$ cat src/rtl/sgc_pkg.sv
package sgc_pkg;

    typedef enum logic [1:0] {
        ADC_PARKED = 2'd0,
        ADC_SENSE  = 2'd1,
        ADC_NAP    = 2'd2
    } adc_state_e;

    typedef enum logic [1:0] {
        ZCD_PARKED = 2'd0,
        ZCD_WATCH  = 2'd1,
        ZCD_NAP    = 2'd2
    } zcd_state_e;

    localparam int unsigned SENSOR_CNT = 2;
    localparam int unsigned SENSOR_ADC = 0;
    localparam int unsigned SENSOR_ZCD = 1;

endpackage

$ cat src/rtl/sgc_edge_det.sv
module sgc_edge_det (
    input  logic clk,
    input  logic rst_n,
    input  logic period_clk,
    input  logic zc_cmp,
    output logic period_edge,
    output logic zc_fall
);

    logic period_prev_q;
    logic zc_prev_q;

    always_ff @(posedge clk or negedge rst_n) begin
        if (!rst_n) begin
            period_prev_q <= 1'b0;
            zc_prev_q     <= 1'b0;
        end else begin
            period_prev_q <= period_clk;
            zc_prev_q     <= zc_cmp;
        end
    end

    always_comb begin
        period_edge = period_clk && !period_prev_q;
        zc_fall     = zc_prev_q && !zc_cmp;
    end

endmodule

$ cat src/rtl/sgc_adc_fsm.sv
module sgc_adc_fsm
    import sgc_pkg::*;
(
    input  logic clk,
    input  logic rst_n,
    input  logic period_edge,
    input  logic adc_done,
    output logic adc_en,
    output logic adc_asleep,
    output logic adc_overrun
);

    adc_state_e state_q;
    adc_state_e state_d;

    always_ff @(posedge clk or negedge rst_n) begin
        if (!rst_n) begin
            state_q <= ADC_PARKED;
        end else begin
            state_q <= state_d;
        end
    end

    always_comb begin
        state_d = state_q;
        unique case (state_q)
            ADC_PARKED: if (period_edge) state_d = ADC_SENSE;
            ADC_SENSE: begin
                if (period_edge)   state_d = ADC_SENSE;
                else if (adc_done) state_d = ADC_NAP;
            end
            ADC_NAP:    if (period_edge) state_d = ADC_SENSE;
            default:    state_d = ADC_PARKED;
        endcase
    end

    always_comb begin
        adc_en     = 1'b0;
        adc_asleep = 1'b0;
        unique case (state_q)
            ADC_PARKED: ;
            ADC_SENSE:  adc_en     = 1'b1;
            ADC_NAP:    adc_asleep = 1'b1;
            default:    ;
        endcase
    end

    always_ff @(posedge clk or negedge rst_n) begin
        if (!rst_n) begin
            adc_overrun <= 1'b0;
        end else if (period_edge) begin
            adc_overrun <= (state_q == ADC_SENSE) && !adc_done;
        end
    end

    a_r2_adc_wake: assert property (@(posedge clk) disable iff (!rst_n)
        period_edge |=> adc_en);

    a_r3_adc_nap_holds: assert property (@(posedge clk) disable iff (!rst_n)
        (!adc_en && !period_edge) |=> !adc_en);

    a_r4_adc_overrun: assert property (@(posedge clk) disable iff (!rst_n)
        (adc_en && period_edge && !adc_done) |=> (adc_en && adc_overrun));

    a_r7_adc_edge_done: assert property (@(posedge clk) disable iff (!rst_n)
        (period_edge && adc_done) |=> !adc_overrun);

endmodule

$ cat src/rtl/sgc_zcd_fsm.sv
module sgc_zcd_fsm
    import sgc_pkg::*;
(
    input  logic clk,
    input  logic rst_n,
    input  logic period_edge,
    input  logic zc_fall,
    input  logic dcm_en,
    output logic zcd_en,
    output logic zcd_asleep,
    output logic ls_off_req
);

    zcd_state_e state_q;
    zcd_state_e state_d;

    always_ff @(posedge clk or negedge rst_n) begin
        if (!rst_n) begin
            state_q <= ZCD_PARKED;
        end else begin
            state_q <= state_d;
        end
    end

    always_comb begin
        state_d = state_q;
        unique case (state_q)
            ZCD_PARKED: if (period_edge) state_d = ZCD_WATCH;
            ZCD_WATCH: begin
                if (period_edge)            state_d = ZCD_WATCH;
                else if (dcm_en && zc_fall) state_d = ZCD_NAP;
            end
            ZCD_NAP:    if (period_edge) state_d = ZCD_WATCH;
            default:    state_d = ZCD_PARKED;
        endcase
    end

    always_comb begin
        zcd_en     = 1'b0;
        zcd_asleep = 1'b0;
        ls_off_req = 1'b0;
        unique case (state_q)
            ZCD_PARKED: ;
            ZCD_WATCH:  zcd_en = 1'b1;
            ZCD_NAP: begin
                zcd_asleep = 1'b1;
                ls_off_req = 1'b1;
            end
            default:    ;
        endcase
    end

    a_r5_zcd_trip: assert property (@(posedge clk) disable iff (!rst_n)
        (zcd_en && dcm_en && zc_fall && !period_edge) |=> (!zcd_en && ls_off_req));

    a_r6_zcd_ccm_hold: assert property (@(posedge clk) disable iff (!rst_n)
        (zcd_en && !dcm_en) |=> (zcd_en && !ls_off_req));

    a_r7_zcd_edge_wins: assert property (@(posedge clk) disable iff (!rst_n)
        period_edge |=> (zcd_en && !ls_off_req));

endmodule

$ cat src/rtl/sgc_idle_meter.sv
module sgc_idle_meter #(
    parameter int unsigned IDLE_W = 16
) (
    input  logic              clk,
    input  logic              rst_n,
    input  logic              period_edge,
    input  logic              asleep,
    output logic [IDLE_W-1:0] idle_cnt
);

    localparam logic [IDLE_W-1:0] CNT_TOP = '1;

    logic [IDLE_W-1:0] run_q;
    logic [IDLE_W-1:0] run_inc;

    always_comb begin
        run_inc = (run_q == CNT_TOP) ? run_q : run_q + 1'b1;
    end

    always_ff @(posedge clk or negedge rst_n) begin
        if (!rst_n) begin
            run_q    <= '0;
            idle_cnt <= '0;
        end else if (period_edge) begin
            idle_cnt <= asleep ? run_inc : '0;
            run_q    <= '0;
        end else if (asleep) begin
            run_q <= run_inc;
        end
    end

    a_r8_idle_zero_awake: assert property (@(posedge clk) disable iff (!rst_n)
        (period_edge && !asleep) |=> (idle_cnt == '0));

    a_r8_idle_held: assert property (@(posedge clk) disable iff (!rst_n)
        !period_edge |=> $stable(idle_cnt));

endmodule

$ cat src/rtl/sensor_gate_ctrl.sv
module sensor_gate_ctrl
    import sgc_pkg::*;
#(
    parameter int unsigned IDLE_W = 16
) (
    input  logic              clk,
    input  logic              rst_n,
    input  logic              period_clk,
    input  logic              adc_done,
    input  logic              zc_cmp,
    input  logic              dcm_en,
    output logic              adc_en,
    output logic              zcd_en,
    output logic              ls_off_req,
    output logic              adc_overrun,
    output logic [IDLE_W-1:0] adc_idle_cnt,
    output logic [IDLE_W-1:0] zcd_idle_cnt
);

    logic                  period_edge;
    logic                  zc_fall;
    logic [SENSOR_CNT-1:0] asleep_vec;
    logic [IDLE_W-1:0]     idle_arr [SENSOR_CNT];

    sgc_edge_det u_edge (
        .clk         (clk),
        .rst_n       (rst_n),
        .period_clk  (period_clk),
        .zc_cmp      (zc_cmp),
        .period_edge (period_edge),
        .zc_fall     (zc_fall)
    );

    sgc_adc_fsm u_adc (
        .clk         (clk),
        .rst_n       (rst_n),
        .period_edge (period_edge),
        .adc_done    (adc_done),
        .adc_en      (adc_en),
        .adc_asleep  (asleep_vec[SENSOR_ADC]),
        .adc_overrun (adc_overrun)
    );

    sgc_zcd_fsm u_zcd (
        .clk         (clk),
        .rst_n       (rst_n),
        .period_edge (period_edge),
        .zc_fall     (zc_fall),
        .dcm_en      (dcm_en),
        .zcd_en      (zcd_en),
        .zcd_asleep  (asleep_vec[SENSOR_ZCD]),
        .ls_off_req  (ls_off_req)
    );

    for (genvar g = 0; g < SENSOR_CNT; g++) begin : g_meter
        sgc_idle_meter #(.IDLE_W(IDLE_W)) u_meter (
            .clk         (clk),
            .rst_n       (rst_n),
            .period_edge (period_edge),
            .asleep      (asleep_vec[g]),
            .idle_cnt    (idle_arr[g])
        );
    end

    assign adc_idle_cnt = idle_arr[SENSOR_ADC];
    assign zcd_idle_cnt = idle_arr[SENSOR_ZCD];

    a_r1_parked_quiet: assert property (@(posedge clk) disable iff (!rst_n)
        (!adc_en && !adc_overrun && !$past(period_edge)) |=> !adc_overrun);

endmodule

$ cat config.mk
export PLATFORM = sky130hd
export DESIGN_NAME = sensor_gate_ctrl
export DESIGN_NICKNAME = d
export VERILOG_FILES = /design/src/rtl/sgc_pkg.sv /design/src/rtl/sgc_edge_det.sv /design/src/rtl/sgc_adc_fsm.sv /design/src/rtl/sgc_zcd_fsm.sv /design/src/rtl/sgc_idle_meter.sv /design/src/rtl/sensor_gate_ctrl.sv
export SDC_FILE = /design/constraint.sdc
export NUM_CORES = 1
export LEC_CHECK = 0
export CAP_MARGIN = 20
export CORE_MARGIN = 2
export CORE_UTILIZATION = 50
export DETAILED_ROUTE_END_ITERATION = 16
export DONT_BUFFER_PORTS = 1
export PLACE_DENSITY_LB_ADDON = 0.3
export SYNTH_ARGS = -nofsm -noshare
export SYNTH_HDL_FRONTEND = slang
export SYNTH_SLANG_ARGS = --single-unit
$ cat constraint.sdc
create_clock -name clk -period 2.3 [get_ports clk]
set_input_delay 0.46 -clock clk [delete_from_list [all_inputs] [get_ports clk]]
set_output_delay 0.46 -clock clk [all_outputs]
set_load 0.01 [all_outputs]
==> results by group <==
Cells and area
  – Diode count: 0
  – Ratio of cells with drive above 1 in the final layout: between 10% and 20%
  – Final nets: around 410
  – Area delta synth->final: 7.97%
  – Fill count: 696
  – Fin area: about 4200 sq um
  – Final Non-Filler Cells: ~510

Routing
  – # DRC: 0
  – Final Routed Wirelength: between 8000 and 9000 um
  – WL/cell: roughly 18 um
  – Routed Antenna Nets: 0
  – Iteration-0 DRC Markers: about 220
  – Vias/cell: 6.34
  – Pre-antenna DRT Iters: 4
  – DR vias: 3244

Outcome
  – Status: finished, violations left
  – Failing checks: negative hold slack

Synthesis
  – Syn_nets: roughly 420
  – Synth Area in XOR/XNOR: between 2 and 2.5%
  – Seq/Total Area, Yosys: between 40% and 50%
  – Simple logic cell fraction of the synthesized area: 26.4%
  – Yosys cell types: 60
  – Synth area leader: dfrtp_1
  – Post-Synth Adder-Cell Area: 0.640%
  – Synthesis-stage register bit count: 71
  – Primary FF master, synth: dfrtp_1
  – Yosys warnings: 0
  – Cell with the most instances after synthesis: dfrtp_1
  – Synth Area in Compound Gates: a little under a fifth
  – Post-synthesis async set-or-reset flop share: 100%
  – Most frequent cells after synthesis: dfrtp_1, nand2_1, a21oi_1
  – Mux share of post-synthesis cell area: about 1%
  – Mean Syn Cell Area: ~9.5 sq um
  – Post-synth EDFFs: 0
  – Cell Area, Synth: approximately 3900 sq um
  – Yosys top cell area share: between 40% and 50%
  – Area contributors post-synth: dfrtp_1, nand2_1, or4_1, a21oi_1, o21ai_0
  – Cells after Synth: 413
  – Largest family of logic cells by synthesized area: simple AND/OR/NAND/NOR gates

Die
  – Die area: between 8000 and 9000 sq um
  – Core area: about 7600 sq um
  – Initial core utilization: between 50% and 60%
  – Die height: about 92 um
  – FP Rows: 32
  – Boundary Pins: 42
  – Die Wd: between 90 and 100 um

Global route
  – Vias in the first global route: ~3k
  – Global-route wire length before repair: between 15000 and 20000 um
  – Largest net degree at the start of global routing: between 70 and 80
  – GRT Util Overall: roughly 22%
  – Gr ovfl total: 0
  – Initial antenna violation count: 0

STA
  – Relative slew slack: around half
  – WHS: -0.00579 ns
  – Fmax: between 0.4 and 0.5 GHz
  – Unrepaired setup endpoints after global routing: false
  – Final min period: just over 2 ns
  – Final Max Tran Viols: 0
  – Fin. Hold Viols: 16
  – Final Cycle Share: ~90%
  – Setup TNS: 0 ns
  – Worst-margin pin slew: ~0.76 ns
  – Final setup violating endpoints: 0
  – Final Skew: between 0.01 and 0.015 ns

Critical path
  – Crit path required time: about 2.6 ns
  – Worst Setup Start Kind: flop
  – Critical path class: flop to flop
  – Maximum fanout along the worst path: 20
  – Data arrival time of the worst path: around 2.3 ns
  – Worst Setup End Kind: flop

Clock network
  – Root Driver: clkbuf_8
  – H-tree lvl count: 3
  – CTS tree: built
  – CTS Buf Count: 9
  – Max Root-Sink Buffers: 2
  – Clock Latency Late Sink: ~0.35 ns
  – CTS resizes: 0
  – Reg clk slew, reported paths: approximately 0.070 ns
  – Sink Count: between 70 and 80

Pwr
  – Static leakage: between 1.5 and 2 nW
  – Worst vdd ir: between 0.3 and 0.4 mV
  – Pwr/cell area: between 600 and 700 nW/um^2

Placed design
  – Post-Place Cells: approximately 500
  – Cell area after placement: ~4000 sq um
  – IO Port Bufs: 0
  – DP Wirelength: slightly below 6000 um
  – Final Wtd Congestion: ~0.87

Min path
  – HP Class: input port to asynchronous set/reset pin

Job
  – Max cap viols: 0
## layout make-up
cell class | count | area (sq um) | share of cell area [%]
clock inverter | 3 | 65.1 | 1.54
timing repair buffer | 13 | 143 | 3.38
sequential | 71 | 1780 | 42.1
multi-input combinational | 305 | 1930 | 45.7
inverter | 5 | 18.8 | 0.445
clock buffer | 13 | 159 | 3.77
tap | 102 | 128 | 3.02
## through the flow
step	setup slack, ns	hold slack (ns)	total power [W]	utilization (%)
after floorplan	0.457	0.164	0.00146	-
after global placement	0.330	0.166	0.00151	51.9
after detailed placement	0.257	0.166	0.00151	51.9
after CTS	0.253	0.00936	0.00267	55.2
after global routing	0.0764	0.0222	0.00275	55.2
final	0.226	-0.00579	0.00264	55.2
## sequential cells by signal (all words and copies together) (netlist names)
name,count
g_meter.u_meter.idle_cnt,32
u_edge.zc_prev_q,1
u_edge.period_prev_q,1
u_adc.state_q,2
g_meter.u_meter.run_q,32
u_adc.adc_overrun,1
u_zcd.state_q,2
## power by group
part	internal [W]	total, W	switching (W)	leakage, nW
logic	0.0000601	0.000187	0.000127	0.643
clock network	0.000670	0.00113	0.000460	0.114
registers	0.00128	0.00133	0.0000425	0.975
## logic make-up after synthesis
logic type	after synthesis
AO/OA/AOI/OAI	115
XOR/XNOR	10
adder cells (fa/ha/maj)	2
buffers and inverters	37
flip-flops	71
multiplexers	4
AND/OR/NAND/NOR	174
## worst max-delay path, stage by stage (launching register included)
cell and delay, ns:
dfrtp_1 0.44, ha_1 0.29, nand3_1 0.18, buf_4 0.20, nor4_2 0.08, buf_12 0.16, or4_1 0.47, a21oi_1 0.18
## timing repair
action,in CTS,in global routing
setup endpoints to repair,0,0
hold buffers,1,0
hold endpoints to repair,71,0
buffers inserted,0,0
## path summary, 6_finish.rpt
kind                                                                    to                                    start  depth (start not counted)  slack [ns]
max in group asynchronous                     u_zcd.state_q[1]$_DFFE_PN0P_                                    rst_n                          1        2.01
worst min-delay path            g_meter[0].u_meter.idle_cnt[4]$_DFFE_PN0P_                                    rst_n                          1      -0.006
worst max register to register    g_meter[0].u_meter.run_q[11]$_DFFE_PN0P_  g_meter[0].u_meter.run_q[0]$_DFFE_PN0P_                          7        0.23
worst max-delay path              g_meter[0].u_meter.run_q[11]$_DFFE_PN0P_  g_meter[0].u_meter.run_q[0]$_DFFE_PN0P_                          7        0.23
min in group clk                                u_edge.zc_prev_q$_DFF_PN0_                                   zc_cmp                          0        0.14
worst min register to register                u_adc.state_q[0]$_DFFE_PN0P_             u_adc.state_q[1]$_DFFE_PN0P_                          1        0.48
## layout by cell type (no fill, tap or decap), types with 4 or more instances in the layout
cell      synthesis  layout
a21oi_1          29      29
a311oi_1          4       4
a31oi_1           7       7
and3_1            5       5
buf_4             4      10
clkbuf_8          0      11
dfrtp_1          71      71
inv_1             5       5
mux2i_1           4       4
nand2_1          49      49
nand3_1          19      19
nand4_1          10      10
nor2_1           23      23
nor3_1            5       5
nor4_1            6       6
o211ai_1         12      12
o21ai_0          23      23
o31ai_1          15      15
or3_1             5       5
or4_1            23      23
xnor2_1           7       7
## metal layers
metal / vias to the layer above / global-route usage [%] / wire, um
met2: 81 / 31.2 / 3840
met5: - / 0 / 0
met4: 0 / 6.97 / 120
li1: 1553 / - / -
met3: 11 / 6.02 / 599
met1: 1599 / 34.0 / 4430
Power figures use the tool's default switching activity.
